[config.mk]
export PLATFORM = sky130hd
export DESIGN_NAME = clkstop_gate
export DESIGN_NICKNAME = d
export VERILOG_FILES = /design/src/rtl/clkstop_pkg.sv /design/src/rtl/clkstop_sync.sv /design/src/rtl/clkstop_mincnt.sv /design/src/rtl/clkstop_gate_reg.sv /design/src/rtl/clkstop_gate.sv
export SDC_FILE = /design/constraint.sdc
export NUM_CORES = 1
export LEC_CHECK = 0
export BUFFER_PORTS_ARGS = -buffer_cell sky130_fd_sc_hd__buf_2
export CAP_MARGIN = 20
export CORE_MARGIN = 4
export CORE_UTILIZATION = 30
export DETAILED_ROUTE_END_ITERATION = 7
export HOLD_SLACK_MARGIN = 0.03
export PLACE_DENSITY_LB_ADDON = 0.2
export SLEW_MARGIN = 40
export SYNTH_ARGS = -nofsm -noshare
export SYNTH_HDL_FRONTEND = slang
export SYNTH_HIERARCHICAL = 1
export SYNTH_SLANG_ARGS = --single-unit
[constraint.sdc]
create_clock -name clk -period 2.2 [get_ports clk]
set_input_delay 0.66 -clock clk [delete_from_list [all_inputs] [get_ports clk]]
set_output_delay 0.66 -clock clk [all_outputs]
set_load 0.02 [all_outputs]
[src/rtl/clkstop_pkg.sv]
// Shared types and helpers for the clock stop gate.
// Assumes: none beyond IEEE 1800-2017 elaboration.
package clkstop_pkg;

    // Mode strap captured during reset.
    typedef enum logic {
        STRAP_MOBILE  = 1'b0,
        STRAP_DESKTOP = 1'b1
    } strap_mode_e;

    // Bits needed to count from 0 up to n inclusive.
    function automatic int cnt_bits(input int n);
        return (n < 2) ? 1 : $clog2(n + 1);
    endfunction

endpackage

[src/rtl/clkstop_sync.sv]
// Synchronizer for the asynchronous active-low stop request.
// Output run_sync is 1 when the request line is high (clocks may run).
// Assumes: STAGES >= 1; resets to the running state.
module clkstop_sync #(
    parameter int STAGES = 2
) (
    input  logic clk,
    input  logic rst_n,
    input  logic async_n,
    output logic run_sync
);

    logic [STAGES-1:0] chain;

    generate
        if (STAGES == 1) begin : g_single
            // Single capture flop for the fast-response variant.
            always_ff @(posedge clk) begin
                if (!rst_n) chain <= 1'b1;
                else        chain <= async_n;
            end
        end else begin : g_multi
            // Shift the request through the metastability chain.
            always_ff @(posedge clk) begin
                if (!rst_n) chain <= '1;
                else        chain <= {chain[STAGES-2:0], async_n};
            end
        end
    endgenerate

    assign run_sync = chain[STAGES-1];

endmodule

[src/rtl/clkstop_mincnt.sv]
// Counts gated pulses delivered since the enable last rose, saturating at MIN_ON.
// min_done tells the decision logic that a stop may now be honoured.
// Assumes: en_live is the falling-edge enable, stable at each rising edge.
module clkstop_mincnt
    import clkstop_pkg::*;
#(
    parameter int MIN_ON = 100
) (
    input  logic clk,
    input  logic rst_n,
    input  logic en_live,
    output logic min_done
);

    localparam int CW = cnt_bits(MIN_ON);
    localparam logic [CW-1:0] LIMIT = CW'(MIN_ON);

    logic [CW-1:0] cnt;

    // Count pulses while enabled and clear while stopped.
    always_ff @(posedge clk) begin
        if (!rst_n)          cnt <= '0;
        else if (!en_live)   cnt <= '0;
        else if (cnt < LIMIT) cnt <= cnt + 1'b1;
    end

    assign min_done = (cnt >= LIMIT);

    // the count never passes the minimum-run limit.
    p_cnt_bound_r6: assert property (@(posedge clk) disable iff (!rst_n)
        cnt <= LIMIT);

    // a stopped cycle restarts the run count from zero.
    p_cnt_clear_r6: assert property (@(posedge clk) disable iff (!rst_n)
        !en_live |=> (cnt == '0));

endmodule

[src/rtl/clkstop_gate_reg.sv]
// Falling-edge enable register and output gate.
// The enable moves only while clk is low, so every gated high phase is whole.
// Assumes: reset is held across at least one falling edge.
module clkstop_gate_reg (
    input  logic clk,
    input  logic rst_n,
    input  logic en_next,
    output logic en_q,
    output logic gclk
);

    // Capture the next enable in the low phase of the reference clock.
    always_ff @(negedge clk) begin
        if (!rst_n) en_q <= 1'b1;
        else        en_q <= en_next;
    end

    // Qualify the reference clock with the low-phase enable.
    assign gclk = clk & en_q;

endmodule

[src/rtl/clkstop_gate.sv]
// Top of the clock stop gate for one output clock group.
// Synchronizes the stop request, enforces the minimum run and drives a
// glitch-free enable.
// Assumes: mode_sel is meaningful only while rst_n is low.
module clkstop_gate
    import clkstop_pkg::*;
#(
    parameter int SYNC_STAGES   = 2,
    parameter int MIN_ON_CYCLES = 100
) (
    input  logic clk,
    input  logic rst_n,
    input  logic mode_sel,
    input  logic stop_req_n,
    output logic clk_en,
    output logic gclk
);

    strap_mode_e mode_q;
    logic        run_sync;
    logic        min_done;
    logic        en_q;
    logic        en_next;

    // Capture the mode strap while reset is held and keep it afterwards.
    always_ff @(posedge clk) begin
        if (!rst_n) mode_q <= strap_mode_e'(mode_sel);
    end

    clkstop_sync #(.STAGES(SYNC_STAGES)) u_sync (
        .clk      (clk),
        .rst_n    (rst_n),
        .async_n  (stop_req_n),
        .run_sync (run_sync)
    );

    clkstop_mincnt #(.MIN_ON(MIN_ON_CYCLES)) u_cnt (
        .clk      (clk),
        .rst_n    (rst_n),
        .en_live  (en_q),
        .min_done (min_done)
    );

    // Decide the next enable: run unless stopping is allowed and requested.
    always_comb begin
        if (mode_q == STRAP_DESKTOP) en_next = 1'b1;
        else if (run_sync)           en_next = 1'b1;
        else                         en_next = en_q && !min_done;
    end

    clkstop_gate_reg u_gate (
        .clk     (clk),
        .rst_n   (rst_n),
        .en_next (en_next),
        .en_q    (en_q),
        .gclk    (gclk)
    );

    assign clk_en = en_q;

    // the strap value does not move once reset is released.
    p_mode_stable_r2: assert property (@(posedge clk) disable iff (!rst_n)
        $past(rst_n) |-> $stable(mode_q));

    // with the run-always strap the group is never stopped.
    p_desktop_run_r2: assert property (@(posedge clk) disable iff (!rst_n)
        (mode_q == STRAP_DESKTOP) |-> en_q);

    // a stop is taken only after the minimum run has been delivered.
    p_min_on_r6: assert property (@(posedge clk) disable iff (!rst_n)
        ($past(en_q) && !en_q) |-> min_done);

    // a restart happens only on a synchronized run request.
    p_restart_req_r4: assert property (@(posedge clk) disable iff (!rst_n)
        $rose(en_q) |-> (run_sync || mode_q == STRAP_DESKTOP));

endmodule

Yosys cells after proc, flatten, opt, wreduce, memory -nomap -nowiden. Index checks and enable logic that the tools add are counted.

Bits in latches: 0. ROM bits: 0. Output and inout bits: 2. Input bits: 4. Memory bits (writable): 0. Word-level logic and storage cells: 13. Memories kept: 0. Register bits after elaboration: 11.

Equal/unequal tests: 0. Bitwise gates (word level): 2. Reduce and logical (&&, ||, !) cells: 4. Muxes and demuxes: 0. $lt $le $gt $ge: 2. Shifts and indexed selects: 0. Multipliers: 0. Divide/modulo/power cells: 0. $add $sub $neg: 1.

Operators by type and width (count): 7-bit by 1-bit adder with 7-bit output (second input constant) (1); 7-bit greater-or-equal comparator (second input constant) (1); 7-bit less-than comparator (second input constant) (1); 3-bit OR reduction (1); 2-bit AND reduction (1); 1-bit AND (1); 1-bit logical AND (1); 1-bit logical NOT (1); 1-bit NOT (1).

Longest topological paths before layout. Gate-level depths: netlist of run 1.

Word-level depth: 3. Mapped depth: 4. Gate-level depth less buffers: 4.

By module. The synthesis of run 1 kept the hierarchy.

Modules (own cells, without submodules): clkstop_mincnt (seq. area each 140.1 µm², area each 346.6 µm², cells each 41, instances 1); clkstop_sync (seq. area each 40.0 µm², area each 52.6 µm², cells each 4, instances 1); clkstop_gate (seq. area each 30.0 µm², area each 46.3 µm², cells each 5, instances 1); clkstop_gate_reg (seq. area each 20.0 µm², area each 36.3 µm², cells each 4, instances 1).

==> results.tsv, run 1 <==
stage	metric	value	unit
global_routing	grt_pass1_wl	1.31	mm
timing	relSlewSlack	80.2	%
worst_setup_path	worst_ep_arrival_time	2.11	ns
detailed_routing	wl_met1	381	um
finish	final_cell_mix	dfxtp_1 (9), inv_1 (8), clkbuf_4 (6), buf_4 (5)	
place	gp_congestion	0.736	
detailed_routing	wl_met2	359	um
worst_setup_path	path_max_fanout	3	
finish	fin_nets	78	
clock_tree	cts_tree	yes	
detailed_routing	initialDrtViolationCount	11	
power	p_int	0.405	mW
worst_hold_path	hp-class	reg2reg	
floorplanning	rows	14	
floorplanning	die_y	48.1	um
clock_tree	clk_latency	0.43	ns
synth	syn_nets	60	
finish	fill_cells	147	
global_routing	grt_use_total	9.79	%
power	p_sw	0.135	mW
worst_setup_path	worstPathRequired	1.54	ns
place	placed_cells	80	
power	power_frac_comb	3.7	%
synth	syn_inst	54	
detailed_routing	top_layer	met4	
outcome	violations	negative setup slack	
timing	clock_skew	0.0637	ns
finish	area_growth_syn_to_layout	29.9	%
floorplanning	core_area	1510	sq um
synth	synth.largest_area_cell	dfxtp_1	
timing	grt_setup_unrepaired	true	
finish	stdcell_count	87	
global_routing	antenna_found_initial	0	
detailed_routing	drt_pre_antenna_iters	4	
worst_setup_path	path_class	reg2out	
detailed_routing	routed-wl-met3	52	um
detailed_routing	vias_per_cell	4.60	
timing	hold_viol_final	0	
synth	yosys_register_bits	11	
worst_setup_path	cp-start-kind	register	
finish	layout-drive-gt1-share	32.4	%
power	clkPwrFrac	56.7	%
synth	synth.yosys.seq_area_share	47.8	%
run	cap_viol_max_count	0	
synth	synth_area_leaders	dfxtp_1 (42%), edfxtp_1 (6.2%), inv_1 (5.5%)	
finish	multi_input_area	224	sq um
timing	worst_pin_slew	0.296	ns
synth	avgSynthCellArea	8.92	sq um
detailed_routing	drcViolationCount	0	
floorplanning	dieArea	2310	sq um
global_routing	grt_overflow	0	
power	leakagePower	0.272	nW
floorplanning	die_width	48.1	um
worst_setup_path	end_kind	output port	
global_routing	grt_max_degree	8	
power	power	0.540	mW
finish	mostFrequentLayoutCell	dfxtp_1	
detailed_routing	ant_nets	0	
detailed_routing	wire_per_inst	9.43	um
power	ir_drop	0.000384	V
place	io_buffers	5	
outcome	status	finished with violations	
clock_tree	clk_pin_slew	0.07	ns
power	p_sw_share	25.1	%
floorplanning	ios	6	
floorplanning	initial_core_util	32.0	%
finish	seq_area	234	sq um
global_routing	grt_pass1_vias	322	
timing	setup_viol	3	
synth	synthesis.area	482	sq um
detailed_routing	num_vias	400	
timing	setup_slack	-0.573	ns
finish	num_antenna_cells	0	
place	dp_hpwl	583	um
synth	yosys_warnings	6	
synth	synth_top_area_share	41.6	%
place	dp_slack	-0.149	ns
detailed_routing	wirelength	820	um
synth	synthDistinctLibCells	22	
timing	finalMaxSlewViolations	0	
power	p_per_area	863	nW/um^2
power	seq_power_share	39.6	%
-- Yosys cell counts --
cell type	instances
inv_1	7
inv_2	1
nand3_1	2
or3_1	2
o21ai_1	1
nand2_1	4
a211oi_1	1
nor4_1	1
and3_2	1
nand2b_1	3
o311ai_4	1
a31oi_1	1
o21ai_0	3
or2_2	1
a21oi_1	4
ha_1	2
dfxtp_1	10
and2_1	2
or3_2	1
edfxtp_1	1
nor3_1	1
nor2_1	4
-- critical path: stages (launching register included) --
cell	delay, ns
dfxtp_4	0.33
and2_4	0.13
buf_6	0.12
-- cell type report --
type	instances	share of cell area, %
sequential	11	37.4
multi-input combinational	35	35.8
timing repair buffer	9	9.20
clock buffer	7	9.00
inverter	7	4.20
tap	16	3.20
clock inverter	2	1.20
-- routing by layer --
| metal | up-vias | GRT usage [%] |
|---|---|---|
| met5 | - | 0 |
| met4 | 0 | 15.1 |
| met3 | 2 | 5.64 |
| met2 | 10 | 9.76 |
| met1 | 174 | 11.0 |
| li1 | 214 | - |
-- power groups by stage --
stage / sequential, mW / clock (mW) / combinational (mW)
6_report: 0.214 / 0.306 / 0.0199
5_1_grt: 0.215 / 0.341 / 0.0231
4_1_cts: 0.214 / 0.320 / 0.0202
3_5_place_dp: 0.219 / 0.0744 / 0.0200
2_1_floorplan: 0.218 / 0.0605 / 0.0122
3_3_place_gp: 0.218 / 0.0744 / 0.0201
-- what timing repair did --
action                     in CTS  in global routing
gates cloned                    0                  0
setup buffers                   0                  0
hold buffers                    0                  0
setup endpoints to repair       3                  3
resized for setup               2                  0
-- path summary, 6_finish.rpt --
path,start,endpoint,slack [ns],cells after the start
worst max-delay path,u_gate/en_q$_SDFF_NN1_,gclk,-0.57,2
worst min-delay path,u_sync/chain[0]$_SDFF_PN1_,u_sync/chain[1]$_SDFF_PN1_,0.41,1
worst max register to register,u_cnt/cnt[3]$_SDFFE_PN0N_,u_gate/en_q$_SDFF_NN1_,0.15,4
worst min register to register,u_sync/chain[0]$_SDFF_PN1_,u_sync/chain[1]$_SDFF_PN1_,0.41,1
-- state kept, by name (all words and copies together), names as in the netlist --
signal        count
u_cnt/cnt         7
mode_q            1
u_sync/chain      2
u_gate/en_q       1
-- stage by stage --
stage               area, sq um  hold slack (ns)  setup TNS, ns  util [%]
finish                      626            0.413          -1.05      41.5
global route                626            0.433          -1.19      41.5
CTS                         626            0.419          -1.10      41.5
detailed placement          571            0.397         -0.190      37.9
global placement            571            0.399         -0.179      37.9
floorplan                   488            0.386         -0.102         -
-- cells by family after synthesis --
kind of cell | Yosys count | share of synthesized area (%)
DFF | 11 | 47.8
and+or+nand+nor | 22 | 24.2
buffers and inverters | 8 | 6.23
adders and majority gates | 2 | 5.19
AOI/OAI and AO/OA | 11 | 16.6
(Power assumes the default switching activity.)
==> inputs of run 2 (changes only) <==
--- a/config.mk
+++ b/config.mk
@@ -7,9 +7,9 @@
 export LEC_CHECK = 0
 export BUFFER_PORTS_ARGS = -buffer_cell sky130_fd_sc_hd__buf_2
 export CAP_MARGIN = 20
-export CORE_MARGIN = 4
-export CORE_UTILIZATION = 30
+export CORE_AREA = 4 4 41 43
 export DETAILED_ROUTE_END_ITERATION = 7
+export DIE_AREA = 0 0 45 47
 export HOLD_SLACK_MARGIN = 0.03
 export PLACE_DENSITY_LB_ADDON = 0.2
 export SLEW_MARGIN = 40
==> run 2 against run 1 <==
Against the previous run: hold slack improved by 0.014 ns; largest cell class unchanged; sequential cell count unchanged; die area decreased by 8.5%; the flow still finishes with violations (negative setup slack); highest routed layer unchanged; core utilization increased by 7.5 points.
==> results.tsv, run 2 (synthesized netlist as in run 1, its figures left out) <==
stage	metric	value	unit	change
floorplanning	die_y	47	um	-2.2%
floorplanning	core_area	1300	sq um	-14%
detailed_routing	ant_nets	0		unchanged
finish	num_antenna_cells	0		unchanged
clock_tree	clk_latency	0.43	ns	about the same
worst_setup_path	path_max_fanout	3		unchanged
worst_setup_path	ff2ff_path_depth	3		-1
timing	setup_viol	3		unchanged
finish	stdcell_count	86		-1.1%
finish	top_register	u_cnt/cnt		
worst_setup_path	r2r_end	u_cnt/cnt[0]$_SDFFE_PN0N_		
global_routing	grt_pass1_wl	1.64	mm	+25%
detailed_routing	wirelength	866	um	+5.6%
detailed_routing	wire_per_inst	10.1	um	+6.8%
worst_setup_path	critPathTopFamily	flip-flops		
worst_setup_path	worstPathRequired	1.54	ns	about the same
global_routing	grt_overflow	0		unchanged
power	ir_drop	0.000631	V	+64%
detailed_routing	num_vias	385		-3.8%
worst_setup_path	ff2ff_setup_slack	0.14	ns	about the same
timing	worst_pin_slew	0.242	ns	-0.0535 ns
detailed_routing	initialDrtViolationCount	13		+2
finish	mostFrequentLayoutCell	dfxtp_1		
finish	finalCoreUtilization	49.0	%	+7.5 points
worst_setup_path	crit_chain	and2_4, buf_6		
finish	area_growth_syn_to_layout	32.5	%	
finish	top_regs	u_cnt/cnt: 7 flops, u_sync/chain: 2 flops		
clock_tree	clk_pin_slew	0.06	ns	about the same
finish	final_cell_mix	dfxtp_1 (9), inv_1 (7), clkbuf_4 (6), buf_4 (5)		
worst_setup_path	slowest_stage	dfxtp_4		
worst_setup_path	cp-start-kind	register		
power	p_per_area	943	nW/um^2	+9.2%
floorplanning	initial_core_util	37.0	%	+5.0 points
global_routing	antenna_found_initial	0		unchanged
worst_hold_path	min_path_cells	1		unchanged
global_routing	grt_use_total	11.9	%	+2.1 points
finish	layout-drive-gt1-share	33.8	%	+1.4 points
floorplanning	rows	13		-1
worst_setup_path	cp_num_buf_inv	1		unchanged
outcome	status	finished with violations		
timing	hold_viol_final	0		unchanged
finish	fin_nets	78		unchanged
place	gp_congestion	0.733		-0.43%
timing	clock_skew	0.0668	ns	+0.00306 ns
floorplanning	ios	6		unchanged
place	dp_hpwl	577	um	-1.0%
global_routing	grt_pass1_vias	410		+27%
finish	fin_area	638	sq um	+2.0%
detailed_routing	drcViolationCount	0		unchanged
clock_tree	postCtsHoldBufs	0		unchanged
floorplanning	dieArea	2120	sq um	-8.5%
clock_tree	cts_tree	yes		
worst_hold_path	hold_end	u_sync/chain[1]$_SDFF_PN1_		
run	cap_viol_max_count	0		unchanged
timing	grt_setup_unrepaired	true		
worst_setup_path	critPathMaxStageDelay	0.33	ns	about the same
detailed_routing	vias_per_cell	4.48		-2.6%
place	placed_cells	78		-2.5%
detailed_routing	drt_pre_antenna_iters	4		unchanged
worst_hold_path	hp-class	reg2reg		
worst_hold_path	min_from	u_sync/chain[0]$_SDFF_PN1_		
timing	finalMaxSlewViolations	0		unchanged
worst_setup_path	r2r_start	u_gate/en_q$_SDFF_NN1_		
power	leakagePower	0.279	nW	+2.3%
place	dpl_cell_area	562	sq um	-1.5%
place	dp_slack	-0.155	ns	-0.00620 ns
timing	relSlewSlack	83.7	%	+3.5 points
timing	setup-tns-final	-1.06	ns	-0.00653 ns
global_routing	grt_max_degree	8		unchanged
power	power	0.602	mW	+11%
floorplanning	die_width	45	um	-6.4%
worst_setup_path	worst-path-stages	2		unchanged
outcome	violations	negative setup slack		
place	io_buffers	5		unchanged
worst_setup_path	worst_ep_arrival_time	2.12	ns	about the same
worst_setup_path	end_kind	output port		
worst_setup_path	path_class	reg2out		
finish	largest_reg_flops	7		unchanged
timing	setup_slack	-0.576	ns	-0.00303 ns
timing	holdWs	0.428	ns	+0.0145 ns
[run 2: cell count changes in the layout (fill, tap and decap cells not counted)]
cell,previous run,this run
inv_1,8,7
bufinv_8,0,1
[run 2: worst max-delay path by stage]
| stage | slack, ns | startpoint | end |
|---|---|---|---|
| 2_1_floorplan | -0.10 | u_gate/en_q$_SDFF_NN1_ | gclk |
| 3_3_place_gp | -0.15 | u_gate/en_q$_SDFF_NN1_ | gclk |
| 3_5_place_dp | -0.16 | u_gate/en_q$_SDFF_NN1_ | gclk |
| 4_1_cts | -0.59 | u_gate/en_q$_SDFF_NN1_ | gclk |
| 5_1_grt | -0.62 | u_gate/en_q$_SDFF_NN1_ | gclk |
| 6_report | -0.58 | u_gate/en_q$_SDFF_NN1_ | gclk |
[run 2: routing by layer]
layer / routed length (um) / up-vias / part of all wire, % / track usage (%)
li1: - / 215 / - / -
met3: 28 / 3 / 3.2 / 4.98
met4: 21 / 0 / 2.4 / 14.6
met1: 461 / 162 / 53 / 14.2
met2: 355 / 5 / 41 / 14.1
met5: 0 / - / 0 / 0
[run 2: repair_timing]
item | CTS | global route
gates resized for setup | 2 | 0
cloned | 0 | 0
setup endpoints to repair | 3 | 3
pin swaps | 0 | 0
buffers inserted | 1 | 0
[run 2: worst register-to-register path: stages (launching register included)]
cell and delay [ns]:
dfxtp_4 0.34, buf_4 0.10, nand2_1 0.15, nor3_1 0.23
[run 2: cell type report]
cell class,count,area (sq um)
Clock buffer,7,56.3
Clock inverter,2,21.3
Fill cell,124,663
Inverter,7,26.3
Multi-Input combinational cell,35,224
Sequential cell,11,234
Tap cell,15,18.8
Timing Repair Buffer,9,57.6
[run 2: report_power, final]
| group | internal, mW | switching [mW] | leakage (nW) |
|---|---|---|---|
| combinational | 0.00826 | 0.00999 | 0.131 |
| sequential | 0.209 | 0.00615 | 0.0914 |
| clock | 0.246 | 0.123 | 0.0565 |
==> inputs of run 3 (changes only) <==
--- a/config.mk
+++ b/config.mk
@@ -12,6 +12,7 @@
 export DIE_AREA = 0 0 45 47
 export HOLD_SLACK_MARGIN = 0.03
 export PLACE_DENSITY_LB_ADDON = 0.2
+export SETUP_SLACK_MARGIN = 0.15
 export SLEW_MARGIN = 40
 export SYNTH_ARGS = -nofsm -noshare
 export SYNTH_HDL_FRONTEND = slang
==> run 3 against run 2 <==
Against the previous run: the run still ends with negative setup slack left; non-clock buffer count shrank 2; hold slack lost 0.019 ns; largest power group unchanged; final cell count shrank 2.3%.
==> results.tsv, run 3 (synthesized netlist as in run 1, its figures left out) <==
stage	metric	value	unit	change
finish	layout-drive-gt1-share	36.2	%	+2.4 points
global_routing	grt_pass1_vias	374		-8.8%
power	leakagePower	0.269	nW	-3.3%
floorplanning	core_area	1300	sq um	unchanged
outcome	violations	negative setup slack		
power	p_sw_share	25.8	%	+2.7 points
worst_setup_path	r2r_start	u_cnt/cnt[3]$_SDFFE_PN0N_		
floorplanning	rows	13		unchanged
finish	fin_area	626	sq um	-2.0%
clock_tree	clk_latency	0.44	ns	about the same
place	gp_congestion	0.703		-4.1%
finish	num_antenna_cells	0		unchanged
worst_setup_path	cp-startpoint	u_gate/en_q$_SDFF_NN1_		
floorplanning	die_y	47	um	unchanged
timing	grt_setup_unrepaired	true		
worst_hold_path	min_from	u_sync/chain[0]$_SDFF_PN1_		
finish	fin_nets	76		-2.6%
detailed_routing	num_vias	389		+1.0%
detailed_routing	initialDrtViolationCount	11		-2
detailed_routing	drt_pre_antenna_iters	4		unchanged
global_routing	grt_use_total	11.1	%	-0.80 points
global_routing	grt_overflow	0		unchanged
clock_tree	postCtsHoldBufs	0		unchanged
timing	setup_slack	-0.584	ns	-0.00813 ns
timing	worst_pin_slew	0.265	ns	+0.0229 ns
worst_setup_path	end_kind	output port		
global_routing	grt_pass1_wl	1.50	mm	-8.8%
detailed_routing	wire_per_inst	10.6	um	+5.3%
finish	area_growth_syn_to_layout	29.9	%	
power	power_frac_comb	3.4	%	+0.4 points
timing	setup_viol	3		unchanged
clock_tree	cts_tree	yes		
detailed_routing	ant_nets	0		unchanged
power	ir_drop	0.000675	V	+7.0%
floorplanning	initial_core_util	37.0	%	unchanged
power	p_per_area	877	nW/um^2	-7.0%
timing	clock_skew	0.0657	ns	-0.00104 ns
global_routing	antenna_found_initial	0		unchanged
place	io_buffers	5		unchanged
floorplanning	dieArea	2120	sq um	unchanged
finish	largest_reg_flops	7		unchanged
worst_setup_path	ff2ff_setup_slack	0.11	ns	-0.03 ns
finish	final_cell_mix	inv_1 (7), dfxtp_1 (7), clkbuf_4 (6)		
finish	fill_cells	137		+10%
worst_setup_path	worst_ep_arrival_time	2.12	ns	about the same
worst_setup_path	path_max_fanout	4		+1
outcome	status	finished with violations		
finish	top_regs	u_cnt/cnt: 7 flops, u_sync/chain: 2 flops		
worst_setup_path	path_class	reg2out		
timing	relSlewSlack	82.3	%	-1.4 points
finish	seq_area	239	sq um	+2.1%
power	power	0.549	mW	-8.8%
power	p_int	0.408	mW	-12%
detailed_routing	vias_per_cell	4.63		+3.4%
global_routing	grt_max_degree	8		unchanged
place	dp_hpwl	633	um	+9.8%
run	cap_viol_max_count	0		unchanged
timing	hold_viol_final	0		unchanged
detailed_routing	wirelength	891	um	+2.9%
power	clkPwrFrac	57.5	%	-3.7 points
clock_tree	clk_pin_slew	0.07	ns	about the same
worst_setup_path	r2r_end	u_gate/en_q$_SDFF_NN1_		
power	seq_power_share	39.1	%	+3.4 points
finish	multi_input_area	235	sq um	+5.0%
place	dpl_cell_area	548	sq um	-2.4%
place	dp_slack	-0.153	ns	+0.00213 ns
worst_hold_path	hold_end	u_sync/chain[1]$_SDFF_PN1_		
timing	finalMaxSlewViolations	0		unchanged
finish	top_register	u_cnt/cnt		
worst_setup_path	ff2ff_path_depth	4		+1
worst_hold_path	hp-class	reg2reg		
floorplanning	die_width	45	um	unchanged
detailed_routing	drcViolationCount	0		unchanged
worst_setup_path	worstPathRequired	1.54	ns	about the same
timing	holdWs	0.409	ns	-0.0189 ns
floorplanning	ios	6		unchanged
power	p_sw	0.141	mW	+1.8%
worst_hold_path	min_path_cells	1		unchanged
worst_setup_path	cp-start-kind	register		
-- run 3: cell types whose count changed in the layout (fill, tap and decap cells not counted) --
cell and delta:
buf_4 -2, dfxtp_1 -2, bufinv_8 -1, clkbuf_1 +1, dfxtp_2 +1, dfxtp_4 +1, nand2b_1 -1, nand2b_4 +1
o21ai_1 -1, o21ai_2 +1
-- run 3: what timing repair did --
item | CTS | global route
setup buffers | 1 | 0
endpoints found under the setup margin | 4 | 6
pin swaps | 1 | 0
resized for setup | 3 | 3
-- run 3: metal layers --
metal / global-route usage [%] / vias up / part of all wire (%)
met5: 0 / - / 0
li1: - / 210 / -
met1: 12.5 / 167 / 50
met3: 4.98 / 2 / 3.8
met2: 13.6 / 10 / 45
met4: 14.0 / 0 / 1.3
-- run 3: critical path, stage by stage (launching register included) --
cell,delay [ns]
dfxtp_4,0.33
and2_4,0.13
buf_6,0.12
-- run 3: how the worst max path moves through the flow --
stage / to / slack, ns / cells after the start
2_1_floorplan: gclk / -0.10 / 1
6_report: gclk / -0.58 / 2
3_5_place_dp: gclk / -0.15 / 2
3_3_place_gp: gclk / -0.15 / 2
4_1_cts: gclk / -0.60 / 2
5_1_grt: gclk / -0.63 / 2
-- run 3: area by class of cell --
class | count | area share [%]
well taps | 15 | 3.00
flip-flops and latches | 11 | 38.2
repair buffers | 7 | 6.80
clock inverters | 1 | 0.600
multi-input cells | 35 | 37.6
inverters | 7 | 4.20
clock buffers | 8 | 9.60
-- run 3: power by group through the flow --
stage | combinational [mW] | sequential (mW) | clock [mW]
global route | 0.0216 | 0.215 | 0.352
global placement | 0.0177 | 0.219 | 0.0744
CTS | 0.0181 | 0.215 | 0.326
detailed placement | 0.0178 | 0.220 | 0.0744
finish | 0.0186 | 0.214 | 0.316
floorplan | 0.0122 | 0.218 | 0.0605
-- run 3: per-stage QoR --
stage	utilization [%]	setup TNS, ns	cells
2_1_floorplan	-	-0.102	54
3_3_place_gp	42.1	-0.197	76
3_5_place_dp	42.1	-0.199	76
4_1_cts	47.0	-1.10	84
5_1_grt	48.1	-1.17	84
6_report	48.1	-1.08	84
